**config.mk**
```make
export PLATFORM = sky130hd
export DESIGN_NAME = lpsec_counter
export DESIGN_NICKNAME = d
export VERILOG_FILES = /design/src/rtl/lpsec_pkg.sv /design/src/rtl/lpsec_sync.sv /design/src/rtl/lpsec_count.sv /design/src/rtl/lpsec_regs.sv /design/src/rtl/lpsec_counter.sv
export SDC_FILE = /design/constraint.sdc
export NUM_CORES = 1
export LEC_CHECK = 0
export BUFFER_PORTS_ARGS = -buffer_cell sky130_fd_sc_hd__buf_2
export CAP_MARGIN = 10
export CORE_ASPECT_RATIO = 0.9
export CORE_MARGIN = 5
export CORE_UTILIZATION = 51
export DETAILED_ROUTE_END_ITERATION = 10
export PLACE_DENSITY = 0.7
export REMOVE_ABC_BUFFERS = 1
export SKIP_CTS_REPAIR_TIMING = 1
export SLEW_MARGIN = 30
export SYNTH_ARGS = -nofsm -noshare
export SYNTH_HDL_FRONTEND = slang
export SYNTH_SLANG_ARGS = --single-unit
```
**constraint.sdc**
```tcl
create_clock -name clk -period 2.55 [get_ports clk]
set_clock_uncertainty 0.05 [all_clocks]
set_input_delay 0.51 -clock clk [delete_from_list [all_inputs] [get_ports clk]]
set_output_delay 0.51 -clock clk [all_outputs]
set_load 0.1 [all_outputs]
```
**src/rtl/lpsec_pkg.sv**
```systemverilog
package lpsec_pkg;

    // Byte offsets of the registers inside the block.
    localparam logic [7:0] OFF_CTRL  = 8'h04;
    localparam logic [7:0] OFF_STAT  = 8'h18;
    localparam logic [7:0] OFF_CNTHI = 8'h1C;
    localparam logic [7:0] OFF_CNTLO = 8'h20;
    localparam logic [7:0] OFF_ALARM = 8'h24;
    localparam logic [7:0] OFF_GUARD = 8'h30;

    // Control bit positions as software sees them.
    localparam int BIT_RUN   = 0;
    localparam int BIT_ALARM = 1;
    localparam int BIT_WAKE  = 3;

    typedef struct packed {
        logic wake;
        logic alarm;
        logic run;
    } ctrl_t;

endpackage

```
**src/rtl/lpsec_sync.sv**
```systemverilog
module lpsec_sync
    import lpsec_pkg::*;
#(
    parameter int STAGES = 3
) (
    input  logic  clk,
    input  logic  rst_n,
    input  logic  tick,
    input  ctrl_t req,
    output ctrl_t applied
);

    typedef struct packed {
        ctrl_t [STAGES-1:0] stg;
    } sync_t;

    sync_t s_d, s_q;

    always_comb begin
        s_d = s_q;
        if (tick) begin
            s_d.stg[0] = req;
            for (int i = 1; i < STAGES; i++) begin
                s_d.stg[i] = s_q.stg[i-1];
            end
        end
    end

    always_ff @(posedge clk) begin
        if (!rst_n) s_q <= '0;
        else        s_q <= s_d;
    end

    assign applied = s_q.stg[STAGES-1];

    // the applied control never moves on a cycle without a slow tick
    p_hold_no_tick_r6: assert property (@(posedge clk) disable iff (!rst_n)
        !tick |=> $stable(applied));

endmodule

```
**src/rtl/lpsec_count.sv**
```systemverilog
module lpsec_count #(
    parameter int CNT_W  = 47,
    parameter int FRAC_W = 15,
    localparam int SEC_W = CNT_W - FRAC_W,
    localparam int HI_W  = CNT_W - 32
) (
    input  logic             clk,
    input  logic             rst_n,
    input  logic             tick,
    input  logic             run,
    input  logic             ld_lo,
    input  logic             ld_hi,
    input  logic [31:0]      wdata,
    input  logic [SEC_W-1:0] alarm,
    output logic [CNT_W-1:0] cnt,
    output logic             match
);

    typedef struct packed {
        logic [CNT_W-1:0] cnt;
    } cnt_t;

    cnt_t c_d, c_q;

    always_comb begin
        c_d = c_q;
        if (!run) begin
            if (ld_lo) c_d.cnt[31:0]      = wdata;
            if (ld_hi) c_d.cnt[CNT_W-1:32] = wdata[HI_W-1:0];
        end else if (tick) begin
            c_d.cnt = c_q.cnt + CNT_W'(1);
        end
    end

    always_ff @(posedge clk) begin
        if (!rst_n) c_q <= '0;
        else        c_q <= c_d;
    end

    assign cnt   = c_q.cnt;
    assign match = (c_q.cnt[CNT_W-1:FRAC_W] == alarm);

    // one tick while running advances by exactly one (modulo the width)
    p_step_r3: assert property (@(posedge clk) disable iff (!rst_n)
        (run && tick) |=> (cnt == $past(cnt) + CNT_W'(1)));

    // bus writes cannot disturb a running counter
    p_no_load_running_r4: assert property (@(posedge clk) disable iff (!rst_n)
        (run && !tick) |=> $stable(cnt));

    // a stopped counter with no load holds its value
    p_idle_hold_r3: assert property (@(posedge clk) disable iff (!rst_n)
        (!run && !ld_lo && !ld_hi) |=> $stable(cnt));

endmodule

```
**src/rtl/lpsec_regs.sv**
```systemverilog
module lpsec_regs
    import lpsec_pkg::*;
#(
    parameter int ADDR_W = 8,
    parameter int CNT_W  = 47,
    parameter int FRAC_W = 15,
    localparam int SEC_W = CNT_W - FRAC_W
) (
    input  logic              clk,
    input  logic              rst_n,
    input  logic              bus_wr,
    input  logic              bus_rd,
    input  logic [ADDR_W-1:0] bus_addr,
    input  logic [31:0]       bus_wdata,
    output logic [31:0]       bus_rdata,
    input  ctrl_t             applied,
    input  logic [CNT_W-1:0]  cnt,
    input  logic              match,
    output ctrl_t             req,
    output logic [SEC_W-1:0]  alarm,
    output logic              ld_lo,
    output logic              ld_hi,
    output logic              irq,
    output logic              wake
);

    localparam logic [ADDR_W-1:0] A_CTRL  = ADDR_W'(OFF_CTRL);
    localparam logic [ADDR_W-1:0] A_STAT  = ADDR_W'(OFF_STAT);
    localparam logic [ADDR_W-1:0] A_CNTHI = ADDR_W'(OFF_CNTHI);
    localparam logic [ADDR_W-1:0] A_CNTLO = ADDR_W'(OFF_CNTLO);
    localparam logic [ADDR_W-1:0] A_ALARM = ADDR_W'(OFF_ALARM);
    localparam logic [ADDR_W-1:0] A_GUARD = ADDR_W'(OFF_GUARD);

    typedef struct packed {
        ctrl_t             req;
        logic [SEC_W-1:0]  alarm;
        logic [31:0]       guard;
        logic              flag;
        logic [31:0]       rdata;
    } regs_t;

    regs_t r_d, r_q;

    logic hit_ctrl, hit_stat, hit_hi, hit_lo, hit_alarm, hit_guard;
    logic clr, set_flag;
    logic [31:0] rd_mux;

    always_comb begin
        hit_ctrl  = (bus_addr == A_CTRL);
        hit_stat  = (bus_addr == A_STAT);
        hit_hi    = (bus_addr == A_CNTHI);
        hit_lo    = (bus_addr == A_CNTLO);
        hit_alarm = (bus_addr == A_ALARM);
        hit_guard = (bus_addr == A_GUARD);
    end

    assign clr      = bus_wr && hit_stat && bus_wdata[0];
    assign set_flag = applied.run && match;
    assign ld_lo    = bus_wr && hit_lo;
    assign ld_hi    = bus_wr && hit_hi;

    always_comb begin
        rd_mux = '0;
        if (hit_ctrl) begin
            rd_mux[BIT_RUN]   = applied.run;
            rd_mux[BIT_ALARM] = applied.alarm;
            rd_mux[BIT_WAKE]  = applied.wake;
        end
        if (hit_stat)  rd_mux[0] = r_q.flag;
        if (hit_hi)    rd_mux = 32'(cnt[CNT_W-1:32]);
        if (hit_lo)    rd_mux = cnt[31:0];
        if (hit_alarm) rd_mux = 32'(r_q.alarm);
        if (hit_guard) rd_mux = r_q.guard;
    end

    always_comb begin
        r_d = r_q;
        if (bus_wr && hit_ctrl) begin
            r_d.req.run   = bus_wdata[BIT_RUN];
            r_d.req.alarm = bus_wdata[BIT_ALARM];
            r_d.req.wake  = bus_wdata[BIT_WAKE];
        end
        if (bus_wr && hit_alarm) r_d.alarm = bus_wdata[SEC_W-1:0];
        if (bus_wr && hit_guard) r_d.guard = bus_wdata;
        r_d.flag = (r_q.flag && !clr) || set_flag;
        if (bus_rd) r_d.rdata = rd_mux;
    end

    always_ff @(posedge clk) begin
        if (!rst_n) r_q <= '0;
        else        r_q <= r_d;
    end

    assign req       = r_q.req;
    assign alarm     = r_q.alarm;
    assign bus_rdata = r_q.rdata;
    assign irq       = r_q.flag && applied.alarm;
    assign wake      = r_q.flag && applied.wake;

    // the flag is sticky until a clearing status write
    p_flag_sticky_r7: assert property (@(posedge clk) disable iff (!rst_n)
        (r_q.flag && !clr) |=> r_q.flag);

    // a clear with no concurrent match drops the flag
    p_flag_clear_r7: assert property (@(posedge clk) disable iff (!rst_n)
        (clr && !(applied.run && match)) |=> !r_q.flag);

    // without a match the flag cannot appear
    p_flag_quiet_r8: assert property (@(posedge clk) disable iff (!rst_n)
        (!r_q.flag && !(applied.run && match)) |=> !r_q.flag);

    // read data holds between read strobes
    p_rdata_hold_r2: assert property (@(posedge clk) disable iff (!rst_n)
        !bus_rd |=> $stable(bus_rdata));

endmodule

```
**src/rtl/lpsec_counter.sv**
```systemverilog
module lpsec_counter
    import lpsec_pkg::*;
#(
    parameter int ADDR_W     = 8,
    parameter int CNT_W      = 47,
    parameter int FRAC_W     = 15,
    parameter int SYNC_TICKS = 3,
    localparam int SEC_W     = CNT_W - FRAC_W
) (
    input  logic              clk,
    input  logic              rst_n,
    input  logic              slow_tick,
    input  logic              bus_wr,
    input  logic              bus_rd,
    input  logic [ADDR_W-1:0] bus_addr,
    input  logic [31:0]       bus_wdata,
    output logic [31:0]       bus_rdata,
    output logic              alarm_irq,
    output logic              wake_req
);

    ctrl_t             req, applied;
    logic [SEC_W-1:0]  alarm;
    logic [CNT_W-1:0]  cnt;
    logic              match, ld_lo, ld_hi;

    lpsec_sync #(.STAGES(SYNC_TICKS)) u_sync (
        .clk     (clk),
        .rst_n   (rst_n),
        .tick    (slow_tick),
        .req     (req),
        .applied (applied)
    );

    lpsec_count #(.CNT_W(CNT_W), .FRAC_W(FRAC_W)) u_count (
        .clk   (clk),
        .rst_n (rst_n),
        .tick  (slow_tick),
        .run   (applied.run),
        .ld_lo (ld_lo),
        .ld_hi (ld_hi),
        .wdata (bus_wdata),
        .alarm (alarm),
        .cnt   (cnt),
        .match (match)
    );

    lpsec_regs #(.ADDR_W(ADDR_W), .CNT_W(CNT_W), .FRAC_W(FRAC_W)) u_regs (
        .clk       (clk),
        .rst_n     (rst_n),
        .bus_wr    (bus_wr),
        .bus_rd    (bus_rd),
        .bus_addr  (bus_addr),
        .bus_wdata (bus_wdata),
        .bus_rdata (bus_rdata),
        .applied   (applied),
        .cnt       (cnt),
        .match     (match),
        .req       (req),
        .alarm     (alarm),
        .ld_lo     (ld_lo),
        .ld_hi     (ld_hi),
        .irq       (alarm_irq),
        .wake      (wake_req)
    );

    // neither request can be high while its enable is off
    p_irq_gate_r9: assert property (@(posedge clk) disable iff (!rst_n)
        !applied.alarm |-> !alarm_irq);
    p_wake_gate_r9: assert property (@(posedge clk) disable iff (!rst_n)
        !applied.wake |-> !wake_req);

endmodule

```
# Word level (Yosys, flattened, before mapping)
# Index checks and enable logic that the tools add are counted.
# word_totals
ff_bits,156
input_bits,45
# classes
add_sub_neg,1
eq_ne,8
muxes,11
n_reduce_logical,17
# op_table
op,n
$mux 32,4
$mux 47,2
$add 47x1->47 const B,1
$eq 32x32->1,1
$mux 15,2
$eq 8x6->1 const B,3
$eq 8x5->1 const B,2
$logic_and 1x1->1,11
$eq 8x3->1 const B,1
$reduce_and 2->1,2
$reduce_bool 2->1,2
$mux 1,2
$mux 2,1
$ne 2x2->1 const B,1
$logic_not 1->1,1
$logic_or 1x1->1,1

# Depth between registers and ports, before layout
# depth
depth_word,7
depth_mapped,9
depth_no_buf,6

# By module
# Synthesis repeated with hierarchy kept, for this count alone.
# unflattened
hier_cells,1119
area_unflattened_um2,9158.8
# modules_own_cells
module,instances,cells_each,area_per_inst_um2
lpsec_regs,1,632,5228.8
lpsec_count,1,456,3569.7
lpsec_sync,1,31,360.3

# Worst setup path after synthesis
# Ideal clock, no wire load.
# synth_timing
path_kind,input-to-reg
from,in bus_addr[1]
to,"reg u_regs.r_q, in the netlist u_regs.req[2]"
setup_time_ns,0.128
t_arrival_ns,2.082
required_time_ns,2.372
setup_slack_ns,0.290
path_stages,5
path_buffers,0
cell_sequence,or4_1 nor3_1 nor3b_1 mux2i_1 nor2_1
# synth_between
elab_chain_cells,2
# synth_rtl
item,line_no,text
from (decl),lpsec_counter.sv:15,"input logic [ADDR_W-1:0] bus_addr,"
$eq 8x3->1,lpsec_regs.sv:49,hit_ctrl = (bus_addr == A_CTRL);
$logic_and 1x1->1,lpsec_regs.sv:78,if (bus_wr && hit_ctrl) begin
to (signal assigned),lpsec_regs.sv:91,else r_q <= r_d;
to (decl),lpsec_regs.sv:42,"regs_t r_d, r_q;"
# Every way passes these cells.
# A chain may end at the register's enable or synchronous reset.

# Worst setup path in the final report
# layout_timing
from,"reg u_count.c_q, in the netlist u_count.cnt[0]"
to,"reg u_count.c_q, in the netlist u_count.cnt[34]"
# layout_between
elab_chain_cells,3
# layout_rtl
item,line_no,text
from (decl),lpsec_count.sv:23,"cnt_t c_d, c_q;"
from (signal assigned),lpsec_count.sv:36,if (!rst_n) c_q <= '0;
from (signal assigned),lpsec_count.sv:37,else c_q <= c_d;
$add 47x1->47,lpsec_count.sv:31,c_d.cnt = c_q.cnt + CNT_W'(1);
$mux 47,lpsec_count.sv:30,end else if (tick) begin
$mux 47,lpsec_count.sv:27,if (!run) begin
# Every way passes these cells. The select of a mux whose other input is x is not followed.

==> qor.yml <==
power_and_ir_drop:
  switching_share_pct: 26.5
  max-vdd-ir-drop_v: 0.000445
  clkPwrFrac_pct: 47.2
  intPower_mw: 3.94
  p_leak_nw: 3.71
  power.share.sequential_pct: 45.8
  power_frac_comb_pct: 7.0
  finalPower_mw: 5.37
  p_switching_mw: 1.42
  power_density_nw_per_um2: 542
synthesis:
  synth_edf_count: 0
  synth-seq-cells: 156
  synth-xor-area-share_pct: 3.21
  synth_cells: 1161
  synthSimpleGateAreaFrac_pct: 26.9
  synth_warnings: 0
  syn_area_um2: 8720
  syn_avg_cell_area_um2: 7.51
  synth_cell_type_count: 67
  synthAdderAreaFrac_pct: 0.143
  synth_top_family_by_area: "simple AND/OR/NAND/NOR gates"
  ys_seq_area_share_pct: 35.8
  synth-compound-area-share_pct: 21.1
  ys.flop_type: "dfxtp_1"
  muxShareOfSynthArea_pct: 4.63
  synth-async-reset-ratio_pct: 0
clocking:
  cts_buffer_depth: 2
  clk_pin_slew_worst_paths_ns: 0.07
  cts.sinks: 156
  cts_made_buffers: 17
  clk_latency_ns: 0.44
  cts-root-buf: "clkbuf_16"
  tritoncts: "done"
  htree_num_levels: 4
critical_path:
  cp-start-kind: "register"
  end_kind: "register"
  cp_top_family: "simple AND/OR/NAND/NOR gates"
  r2r_end: "u_count.cnt[34]"
  worstRegToRegCells: 7
  r2r_setup_slack_ns: 0.23
  worst-path-max-fanout: 6
  startpoint: "u_count.cnt[0]"
  cp_num_buf_inv: 1
  crit_slowest_cell: "dfxtp_1"
  rr_startpoint: "u_count.cnt[0]"
  critical_path.max_stage_delay_ns: 0.43
  arrival_ns: 2.62
  path_cells: "ha_1 -> and4_2 -> and3_1 -> buf_4 -> nand4_1 -> or3b_1 -> a311oi_1"
  path_class: "reg2reg"
  cp_data_required_time_ns: 2.85
die:
  num_rows: 45
  die_h_um: 134
  start_util_pct: 51.8
  die_w_um: 148
  ios: 79
  coreArea_um2: 16800
  die_area_um2: 19800
timing:
  worst_pin_slew_ns: 0.631
  fin_crit_sh_pct: 91.0
  rsz0062_at_grt: "false"
  slew_viol_final: 0
  fmax_mhz: 431
  fin_tns_setup_ns: 0
  hold_viol_final: 0
  period_needed_ns: 2.32
  setup_violations: 0
  slew_headroom_pct: 58.0
layout:
  syn_to_final_growth_pct: 13.6
  drive_gt1_share_pct: 16.7
  final_common_cell: "nand2_1"
  final_cell_mix: "nand2_1 (217), dfxtp_1 (155), a21oi_1 (136)"
  multi_input_area_um2: 4900
  fin_cells: 1416
  nets: 1238
  area.sequential_um2: 3120
  num_antenna_cells: 0
  fillers: 1595
min_path:
  min_path_type: "in2reg"
  min_to: "u_regs.alarm[21]"
  worstHoldStart: "bus_wdata[21]"
  holdPathStages: 3
drt:
  wirelength_um: 27300
  via_per_inst: 6.17
  drt_iter0_markers: 967
  vias: 8738
  postRouteAntennaNets: 0
  drtPass1Iterations: 5
  drc_errors: 0
  wl_per_cell_um: 19.3
placed_design:
  io_buffers: 78
  dp.cells: 1384
  place_congestion: 0.973
  dp_hpwl_um: 19400
global_routing:
  grt_first_pass_wirelength_um: 43800
  track_usage_pct: 27.4
  grt_pass1_vias: 8186
  overflow: 0
  grt_max_degree: 65
  antenna_found_initial: 0
run:
  drv_cap: 0
run_status:
  status: "complete, no violations"
power groups by stage:
stage	combinational [mW]	sequential, mW	clock, mW
global placement	0.369	2.51	0
finish	0.376	2.46	2.53
detailed placement	0.371	2.51	0
floorplan	0.100	2.60	0
global route	0.398	2.46	2.66
CTS	0.372	2.46	2.55
layer usage:
metal  wire length [µm]  GRT usage (%)
met5                  0              0
met4                716           9.03
met3               2290           6.22
met2              12400           43.4
met1              11900           37.1
final cells by class:
class | instances | area share [%]
clock buffers | 19 | 4.47
clock inverters | 13 | 1.36
inverters | 10 | 0.392
multi-input cells | 856 | 49.5
flip-flops and latches | 156 | 31.5
well taps | 211 | 2.66
repair buffers | 151 | 10.1
worst register-to-register path, stage by stage (launching register included):
cell and delay [ns]:
dfxtp_1 0.43, ha_1 0.26, and4_2 0.34, and3_1 0.23
buf_4 0.18, nand4_1 0.13, or3b_1 0.37, a311oi_1 0.25
per-stage QoR:
stage / area (µm²) / setup slack (ns) / utilization [%] / hold WS [ns]
finish: 9910 / 0.229 / 58.8 / 0.284
global route: 9910 / 0.0371 / 58.8 / 0.281
CTS: 9910 / 0.229 / 58.8 / 0.283
detailed placement: 9330 / -0.0203 / 55.4 / 0.397
global placement: 9330 / 0.137 / 55.4 / 0.392
floorplan: 8040 / -1.59 / - / 0.386
state kept, by name, summed over array words and instances (netlist names):
register	count
u_regs.req	3
u_regs.r_q	33
u_count.cnt	47
u_sync.s_q	6
u_regs.alarm	32
u_regs.bus_rdata	32
u_sync.applied	3
synth_stat cells, types with 5 or more instances:
| cell type | count | area, µm² |
|---|---|---|
| or3_1 | 8 | 50.1 |
| o21a_1 | 5 | 37.5 |
| nand3_1 | 54 | 270 |
| inv_1 | 9 | 33.8 |
| a211oi_1 | 9 | 67.6 |
| nand2b_1 | 21 | 131 |
| o21ai_0 | 72 | 360 |
| clkbuf_1 | 80 | 300 |
| a31oi_1 | 9 | 56.3 |
| and2_1 | 9 | 56.3 |
| and3_1 | 16 | 100 |
| a22oi_1 | 16 | 120 |
| a21oi_1 | 136 | 681 |
| dfxtp_1 | 156 | 3120 |
| buf_2 | 15 | 75.1 |
| nor4_1 | 18 | 113 |
| nor3b_1 | 6 | 45.0 |
| o221ai_1 | 5 | 43.8 |
| nor2_1 | 55 | 206 |
| buf_1 | 7 | 26.3 |
| a211o_1 | 5 | 43.8 |
| mux2i_1 | 37 | 370 |
| nor3_1 | 7 | 35.0 |
| xor2_1 | 15 | 131 |
| nand2_1 | 217 | 815 |
| o22ai_1 | 9 | 56.3 |
| xnor2_1 | 17 | 149 |
| and4_1 | 10 | 87.6 |
| buf_4 | 35 | 263 |
| nand4_1 | 31 | 194 |
how the worst max path moves through the flow:
stage                             to  slack [ns]  cells after the start
CTS                  u_count.cnt[34]        0.23                      7
floorplan            u_regs.alarm[0]       -1.59                      5
global placement    u_regs.alarm[30]        0.14                      7
finish               u_count.cnt[34]        0.23                      7
global route         u_count.cnt[34]        0.04                      7
detailed placement    u_count.cnt[9]       -0.02                      8
cells by family after synthesis:
group | count (synthesis)
AOI/OAI and AO/OA | 308
xor gates and xnor gates | 32
adders and majority gates | 1
buffers and inverters | 149
DFF | 156
muxes | 40
and+or+nand+nor | 475
(Power assumes the default switching activity.)
